## config.mk

```make
export PLATFORM = sky130hd
export DESIGN_NAME = osd_cmd_rx
export DESIGN_NICKNAME = d
export VERILOG_FILES = /design/src/rtl/osd_cmd_pkg.sv /design/src/rtl/osd_ser_shift.sv /design/src/rtl/osd_wr_addr.sv /design/src/rtl/osd_cmd_rx.sv
export SDC_FILE = /design/constraint.sdc
export NUM_CORES = 1
export LEC_CHECK = 0
export BUFFER_PORTS_ARGS = -buffer_cell sky130_fd_sc_hd__buf_4
export CAP_MARGIN = 30
export CORE_MARGIN = 1.5
export CORE_UTILIZATION = 51
export CTS_CLUSTER_SIZE = 20
export DETAILED_ROUTE_END_ITERATION = 8
export PLACE_DENSITY = 0.75
export SLEW_MARGIN = 20
export SYNTH_ARGS = -nofsm -noshare
export SYNTH_HDL_FRONTEND = slang
export SYNTH_SLANG_ARGS = --single-unit
```

## constraint.sdc

```tcl
create_clock -name clk -period 1.8 [get_ports clk]
set_input_delay 0.18 -clock clk [delete_from_list [all_inputs] [get_ports clk]]
set_output_delay 0.18 -clock clk [all_outputs]
set_load 0.01 [all_outputs]
```

## src/rtl/osd_cmd_pkg.sv

```systemverilog
package osd_cmd_pkg;
   localparam int OP_W = 4;
   localparam logic [OP_W-1:0] OP_ADDR   = 4'h0;
   localparam logic [OP_W-1:0] OP_CHR_HI = 4'h1;
   localparam logic [OP_W-1:0] OP_CHR_LO = 4'h2;
   localparam logic [OP_W-1:0] OP_LIN_HI = 4'h3;
   localparam logic [OP_W-1:0] OP_LIN_LO = 4'h4;
   localparam int FILL_BIT  = 7;
   localparam int ROW_LSB   = 8;
endpackage

```

## src/rtl/osd_ser_shift.sv

```systemverilog
module osd_ser_shift #(
   parameter int WORD        = 16,
   parameter int SYNC_STAGES = 2
) (
   input  logic            clk,
   input  logic            rst_n,
   input  logic            cs_n,
   input  logic            sclk,
   input  logic            sdat,
   input  logic            msb_first,
   output logic            frame_vld,
   output logic [WORD-1:0] frame_word
);
   localparam int CNT_W = $clog2(WORD + 2);
   localparam logic [CNT_W-1:0] CNT_FULL = CNT_W'(WORD);
   localparam logic [CNT_W-1:0] CNT_OVER = CNT_W'(WORD + 1);

   logic cs_s, ck_s, dt_s;

   generate
      if (SYNC_STAGES < 1) begin : g_bad_sync
         $error("SYNC_STAGES must be at least 1");
      end
      if (SYNC_STAGES == 1) begin : g_sync1
         always_ff @(posedge clk or negedge rst_n)
            if (!rst_n) begin
               cs_s <= 1'b1; ck_s <= 1'b0; dt_s <= 1'b0;
            end else begin
               cs_s <= cs_n; ck_s <= sclk; dt_s <= sdat;
            end
      end else begin : g_syncn
         logic [SYNC_STAGES-1:0] cs_q, ck_q, dt_q;
         always_ff @(posedge clk or negedge rst_n)
            if (!rst_n) begin
               cs_q <= '1; ck_q <= '0; dt_q <= '0;
            end else begin
               cs_q <= {cs_q[SYNC_STAGES-2:0], cs_n};
               ck_q <= {ck_q[SYNC_STAGES-2:0], sclk};
               dt_q <= {dt_q[SYNC_STAGES-2:0], sdat};
            end
         assign cs_s = cs_q[SYNC_STAGES-1];
         assign ck_s = ck_q[SYNC_STAGES-1];
         assign dt_s = dt_q[SYNC_STAGES-1];
      end
   endgenerate

   logic            cs_prev, ck_prev;
   logic [CNT_W-1:0] cnt;
   logic [WORD-1:0] sh;

   always_ff @(posedge clk or negedge rst_n)
      if (!rst_n) begin
         cs_prev    <= 1'b1;
         ck_prev    <= 1'b0;
         cnt        <= '0;
         sh         <= '0;
         frame_vld  <= 1'b0;
         frame_word <= '0;
      end else begin
         cs_prev   <= cs_s;
         ck_prev   <= ck_s;
         frame_vld <= 1'b0;
         if (cs_s && !cs_prev) begin
            frame_vld  <= (cnt == CNT_FULL);
            frame_word <= sh;
            cnt        <= '0;
         end else if (!cs_s && cs_prev) begin
            cnt <= '0;
         end else if (!cs_s && ck_s && !ck_prev) begin
            sh <= msb_first ? {sh[WORD-2:0], dt_s} : {dt_s, sh[WORD-1:1]};
            if (cnt != CNT_OVER) cnt <= cnt + 1'b1;
         end
      end
endmodule

```

## src/rtl/osd_wr_addr.sv

```systemverilog
module osd_wr_addr #(
   parameter int ROWS = 12,
   parameter int COLS = 28
) (
   input  logic                    clk,
   input  logic                    rst_n,
   input  logic                    load,
   input  logic [$clog2(ROWS)-1:0] ld_row,
   input  logic [$clog2(COLS)-1:0] ld_col,
   input  logic                    step,
   output logic [$clog2(ROWS)-1:0] row,
   output logic [$clog2(COLS)-1:0] col,
   output logic                    at_end
);
   localparam int RW = $clog2(ROWS);
   localparam int CW = $clog2(COLS);
   localparam logic [RW-1:0] ROW_LAST = RW'(ROWS - 1);
   localparam logic [CW-1:0] COL_LAST = CW'(COLS - 1);

   assign at_end = (row == ROW_LAST) && (col == COL_LAST);

   always_ff @(posedge clk or negedge rst_n)
      if (!rst_n) begin
         row <= '0;
         col <= '0;
      end else if (load) begin
         row <= ld_row;
         col <= ld_col;
      end else if (step) begin
         if (col == COL_LAST) begin
            col <= '0;
            row <= (row == ROW_LAST) ? '0 : row + 1'b1;
         end else begin
            col <= col + 1'b1;
         end
      end
endmodule

```

## src/rtl/osd_cmd_rx.sv

```systemverilog
module osd_cmd_rx
   import osd_cmd_pkg::*;
#(
   parameter int ROWS        = 12,
   parameter int COLS        = 28,
   parameter int WORD        = 16,
   parameter int SYNC_STAGES = 2
) (
   input  logic                      clk,
   input  logic                      rst_n,
   input  logic                      ser_cs_n,
   input  logic                      ser_clk,
   input  logic                      ser_dat,
   input  logic                      msb_first,
   input  logic                      hsync_act,
   output logic                      chr_we,
   output logic [$clog2(ROWS)-1:0]   chr_row,
   output logic [$clog2(COLS)-1:0]   chr_col,
   output logic [2*(WORD-4)-1:0]     chr_data,
   output logic                      line_we,
   output logic [$clog2(ROWS)-1:0]   line_row,
   output logic [2*(WORD-4)-1:0]     line_data,
   output logic                      fill_busy,
   output logic                      ctl_we,
   output logic [3:0]                ctl_op,
   output logic [WORD-5:0]           ctl_data
);
   localparam int PAY = WORD - OP_W;
   localparam int DW  = 2 * PAY;
   localparam int RW  = $clog2(ROWS);
   localparam int CW  = $clog2(COLS);

   generate
      if (WORD != 16) begin : g_bad_word
         $error("command word layout needs WORD == 16");
      end
      if (RW > 4 || CW > 5 || ROWS < 2 || COLS < 2) begin : g_bad_geom
         $error("array geometry does not fit the address fields");
      end
   endgenerate

   logic            frm_vld;
   logic [WORD-1:0] frm;
   logic [OP_W-1:0] op;
   logic [PAY-1:0]  pay;
   logic            at_end, addr_load;
   logic [PAY-1:0]  chr_hold, lin_hold;
   logic            fill_en, chr_pend, lin_pend;

   osd_ser_shift #(.WORD(WORD), .SYNC_STAGES(SYNC_STAGES)) u_shift (
      .clk(clk), .rst_n(rst_n), .cs_n(ser_cs_n), .sclk(ser_clk), .sdat(ser_dat),
      .msb_first(msb_first), .frame_vld(frm_vld), .frame_word(frm)
   );

   assign op        = frm[WORD-1 -: OP_W];
   assign pay       = frm[PAY-1:0];
   assign addr_load = frm_vld && (op == OP_ADDR);

   assign chr_we  = (chr_pend | fill_busy) & ~hsync_act;
   assign line_we = lin_pend & ~hsync_act;

   osd_wr_addr #(.ROWS(ROWS), .COLS(COLS)) u_addr (
      .clk(clk), .rst_n(rst_n), .load(addr_load),
      .ld_row(frm[ROW_LSB +: RW]), .ld_col(frm[0 +: CW]),
      .step(chr_we), .row(chr_row), .col(chr_col), .at_end(at_end)
   );

   assign line_row = chr_row;

   always_ff @(posedge clk or negedge rst_n)
      if (!rst_n) begin
         chr_hold  <= '0;
         lin_hold  <= '0;
         fill_en   <= 1'b0;
         chr_pend  <= 1'b0;
         lin_pend  <= 1'b0;
         fill_busy <= 1'b0;
         chr_data  <= '0;
         line_data <= '0;
         ctl_we    <= 1'b0;
         ctl_op    <= '0;
         ctl_data  <= '0;
      end else begin
         ctl_we <= 1'b0;
         if (chr_we && !fill_busy)         chr_pend  <= 1'b0;
         if (chr_we && fill_busy && at_end) fill_busy <= 1'b0;
         if (line_we)                       lin_pend  <= 1'b0;
         if (frm_vld) begin
            case (op)
               OP_ADDR:   fill_en  <= frm[FILL_BIT];
               OP_CHR_HI: chr_hold <= pay;
               OP_CHR_LO: begin
                  chr_data <= {chr_hold, pay};
                  if (fill_en) fill_busy <= 1'b1;
                  else         chr_pend  <= 1'b1;
               end
               OP_LIN_HI: lin_hold <= pay;
               OP_LIN_LO: begin
                  line_data <= {lin_hold, pay};
                  lin_pend  <= 1'b1;
               end
               default: begin
                  ctl_we   <= 1'b1;
                  ctl_op   <= op;
                  ctl_data <= pay;
               end
            endcase
         end
      end
endmodule

```

==> summary.txt <==
Status
  • Status: complete, but fails checks
  • Failing checks: DRC

CTS
  • Clk slew on worst S/H paths: 0.06 ns
  • Root Buffer: clkbuf_16
  • Longest Clk Path Bufs: 2
  • H-tree Lvls: 4
  • Clock insertion delay at the later pin of the skew report: about 0.42 ns
  • CTS tree: built
  • TritonCTS buffer count: 17
  • Sink Count: 148

Power and ir drop
  • Logic pwr share: 7.8%
  • VDD IR-drop max: 0.8672 mV
  • Int Pwr: about 6000 uW
  • Sw Ratio: 23.62%
  • Pwr dens: ~1000 nW/um^2
  • Power, Total: 8012 uW
  • Clock power share: 46.2%
  • Reg power frac: 46.0%
  • NetSw: 1893 uW
  • Leak pwr: 0.003832 uW

STA
  • Hold_ws: 0.2538 ns
  • Tmin final: between 1.5 and 2 ns
  • Setup Skew: 0.009513 ns
  • Final hold violation count: 0
  • Final period utilization: 93.09%
  • Max frequency: 596.8 MHz
  • Max Slew Vio Count: 0
  • Setup TNS: 0 ns
  • RSZ-0062 raised after global routing: false
  • Final setup viols: 0
  • Slew margin rel.: 69.22%
  • Tightest Pin Transition: 0.4607 ns

Place
  • DP HPWL: 8013 um
  • IO Port Bufs: just under 90
  • Placer Congestion: 0.7957

Routing
  • First-pass detailed-route iteration total: 6
  • Met2 WL: 5724 um
  • Routed vias/inst: 5.362
  • Number of DRC markers in iteration 0: 140
  • Routed met1 length: 5447 um
  • Antenna viol nets, final: 0
  • Met3 Wirelength: 555 um
  • # DRC: 16
  • Avg WL per Cell: roughly 17 um
  • WL final: 11,900 um
  • Total number of vias: 3,673
  • Max Used Layer: met4

GRT
  • Largest net degree at the start of global routing: 47
  • Global route overflow: 0
  • First-pass GRT wire length: roughly 20,000 um
  • Total Routing Usage GR: around a fifth
  • Initial antenna violation count: 0
  • Vias in the first global route: 3,773

Worst setup path
  • Critical path type: reg -> reg
  • Worst-path fanout max: 12
  • Crit path required time: 2.10 ns
  • CP max stage delay: 0.46 ns
  • Startpoint Class: register
  • Worst path cell trace: nor3b_4 > buf_4 > nand3_2 > mux2_2
  • Crit-path slowest cell: dfrtp_1
  • Crit path DAT: between 1.5 and 2 ns
  • Nature of the critical path endpoint: register

Die
  • Row count: 39
  • Area of the die: 12,580 sq um
  • Die height: 112.2 um
  • Num ports: 88
  • Die span in x: between 100 and 150 um
  • Core Region: 11,520 sq um
  • Starting density of the core: 52.76%

Yosys
  • Post-Synthesis Cells: 425
  • Cell taking the most area after synthesis: dfrtp_1
  • Syn_area_per_cell: about 14 sq um
  • Area contributors post-synth: dfrtp_1 60%, mux2_2 16%, mux2_4 4.7%
  • Syn Nets: between 400 and 500
  • EDFF count, synth: 0
  • Seq cells post-synth: 148
  • YS warnings: 0
  • Post-synthesis sequential area ratio: 61.02%
  • Ys async rst share: 100.0%
  • Most used DFF post-synth: dfrtp_1
  • Share of the synthesized area in the top cell type: 59.72%
  • Cell variety after synth: 43
  • Area of the mapped netlist: 6076 sq um

Finish
  • Layout area overhead: 25.91%
  • Layout cells sized above 1: 46.68%
  • Antenna diodes: 0
  • Filler cells: 831
  • # nets final: 543

Worst hold path
  • Worst Hold Class: in -> async

Run
  • Max-cap violations: 0
==> final cells by class <==
class | count | area [sq um] | share of cell area (%)
clock buffers | 17 | 425.4 | 5.561
clock inverters | 15 | 202.7 | 2.650
inverters | 8 | 30.03 | 0.3925
multi-input cells | 246 | 2191 | 28.64
flip-flops and latches | 148 | 3707 | 48.46
well taps | 143 | 178.9 | 2.339
repair buffers | 108 | 914.6 | 11.96
==> synth_stat cells, types with 2 or more instances <==
library cell and count:
o21ai_0 9, a31oi_1 3, nand4_1 2, nor3_1 2
mux2_4 19, xor2_1 3, dfrtp_1 145, buf_4 6
inv_1 8, clkbuf_1 4, nand2_1 8, mux2i_1 21
buf_2 6, dfstp_2 3, nor2_2 2, ha_1 7
buf_6 5, nor2_1 29, and2_1 2, nor2b_1 7
a21oi_1 23, mux2_2 86, nand3_1 5
==> cell families after synthesis <==
| kind of cell | Yosys count | synth area share (%) |
|---|---|---|
| xor+xnor | 4 | 0.5767 |
| mux | 126 | 24.09 |
| simple gates | 68 | 6.116 |
| flops | 148 | 61.02 |
| buf+inv | 31 | 3.047 |
| compound gates | 41 | 3.707 |
| fa+ha+maj | 7 | 1.441 |
==> metal layers <==
metal  GRT usage [%]  up-vias
met3           5.454       13
met4           6.245        0
met5               0        -
li1                -     1699
met1           27.78     1868
met2           32.52       93
==> worst max-delay path: cells and delay by family (launching register included) <==
family | cells | cell delay, ns
buffers and inverters | 1 | 0.20
and+or+nand+nor | 2 | 0.52
DFF | 1 | 0.46
muxes | 1 | 0.38
==> per-stage QoR <==
stage	instances	util (%)	setup slack, ns	area, sq um
2_1_floorplan	425	-	0.02058	6076
3_3_place_gp	648	60.50	0.1674	6967
3_5_place_dp	648	60.50	0.1205	6967
4_1_cts	685	66.38	0.04838	7645
5_1_grt	685	66.43	0.01449	7650
6_report	685	66.43	0.1245	7650
==> power by group through the flow <==
stage,clock network [uW],registers [uW],logic [uW]
final,3700,3680,625
after global placement,0,3720,590
after CTS,3760,3680,631
after floorplan,0,3680,347
after global routing,3900,3710,698
after detailed placement,0,3740,617
==> registers in the layout, indices dropped and copies added (netlist names), 2 cells and up <==
name                  count
u_shift.sh               16
u_shift.frame_word       16
ctl_op                    4
u_addr.col                5
u_shift.g_syncn.ck_q      2
u_addr.row                4
u_shift.g_syncn.cs_q      2
u_shift.g_syncn.dt_q      2
chr_data                 24
u_shift.cnt               5
lin_hold                 12
line_data                24
ctl_data                 12
chr_hold                 12
==> cell usage in the layout (no fill, tap or decap), drive strengths merged <==
| cell type | n |
|---|---|
| xnor2 | 1 |
| nor3 | 2 |
| nand4 | 2 |
| nor3b | 2 |
| nand4bb | 1 |
| nor2 | 31 |
| a21o | 1 |
| and2 | 2 |
| clkbuf | 17 |
| ha | 7 |
| nand3b | 1 |
| or3 | 1 |
| inv | 11 |
| mux2 | 105 |
| nor2b | 7 |
| and4b | 1 |
| a22o | 1 |
| and3 | 1 |
| buf | 103 |
| dfrtp | 145 |
| a22oi | 1 |
| nand2 | 9 |
| o22ai | 1 |
| clkinv | 6 |
| o21bai | 1 |
| a31oi | 3 |
| a21oi | 23 |
| o21ai | 10 |
| nand3 | 6 |
| mux2i | 21 |
| xor2 | 3 |
| and4 | 1 |
| dfstp | 3 |
| or2 | 1 |
| bufinv | 4 |
| clkinvlp | 2 |
| dlygate4sd3 | 5 |
==> final timing paths <==
check	from	endpoint	slack (ns)	cells after the start
min	rst_n	ctl_we$_DFF_PN0_	0.25	2
max reg2reg	u_shift.frame_word[15]$_DFFE_PN0P_	lin_hold[0]$_DFFE_PN0P_	0.12	4
min in group clk	msb_first	u_shift.sh[6]$_DFFE_PN0P_	0.26	3
max in group asynchronous	rst_n	u_shift.cs_prev$_DFF_PN1_	0.88	3
min reg2reg	u_shift.g_syncn.dt_q[0]$_DFF_PN0_	u_shift.g_syncn.dt_q[1]$_DFF_PN0_	0.35	0
max	u_shift.frame_word[15]$_DFFE_PN0P_	lin_hold[0]$_DFFE_PN0P_	0.12	4
==> timing repair <==
action | CTS | global route
setup buffers | 0 | 0
setup endpoints to repair | 0 | 2
hold buffers | 5 | 0
gates resized for setup | 0 | 2
endpoints found under the hold margin | 39 | 0
Note: power is estimated with default switching activity, not from simulation.
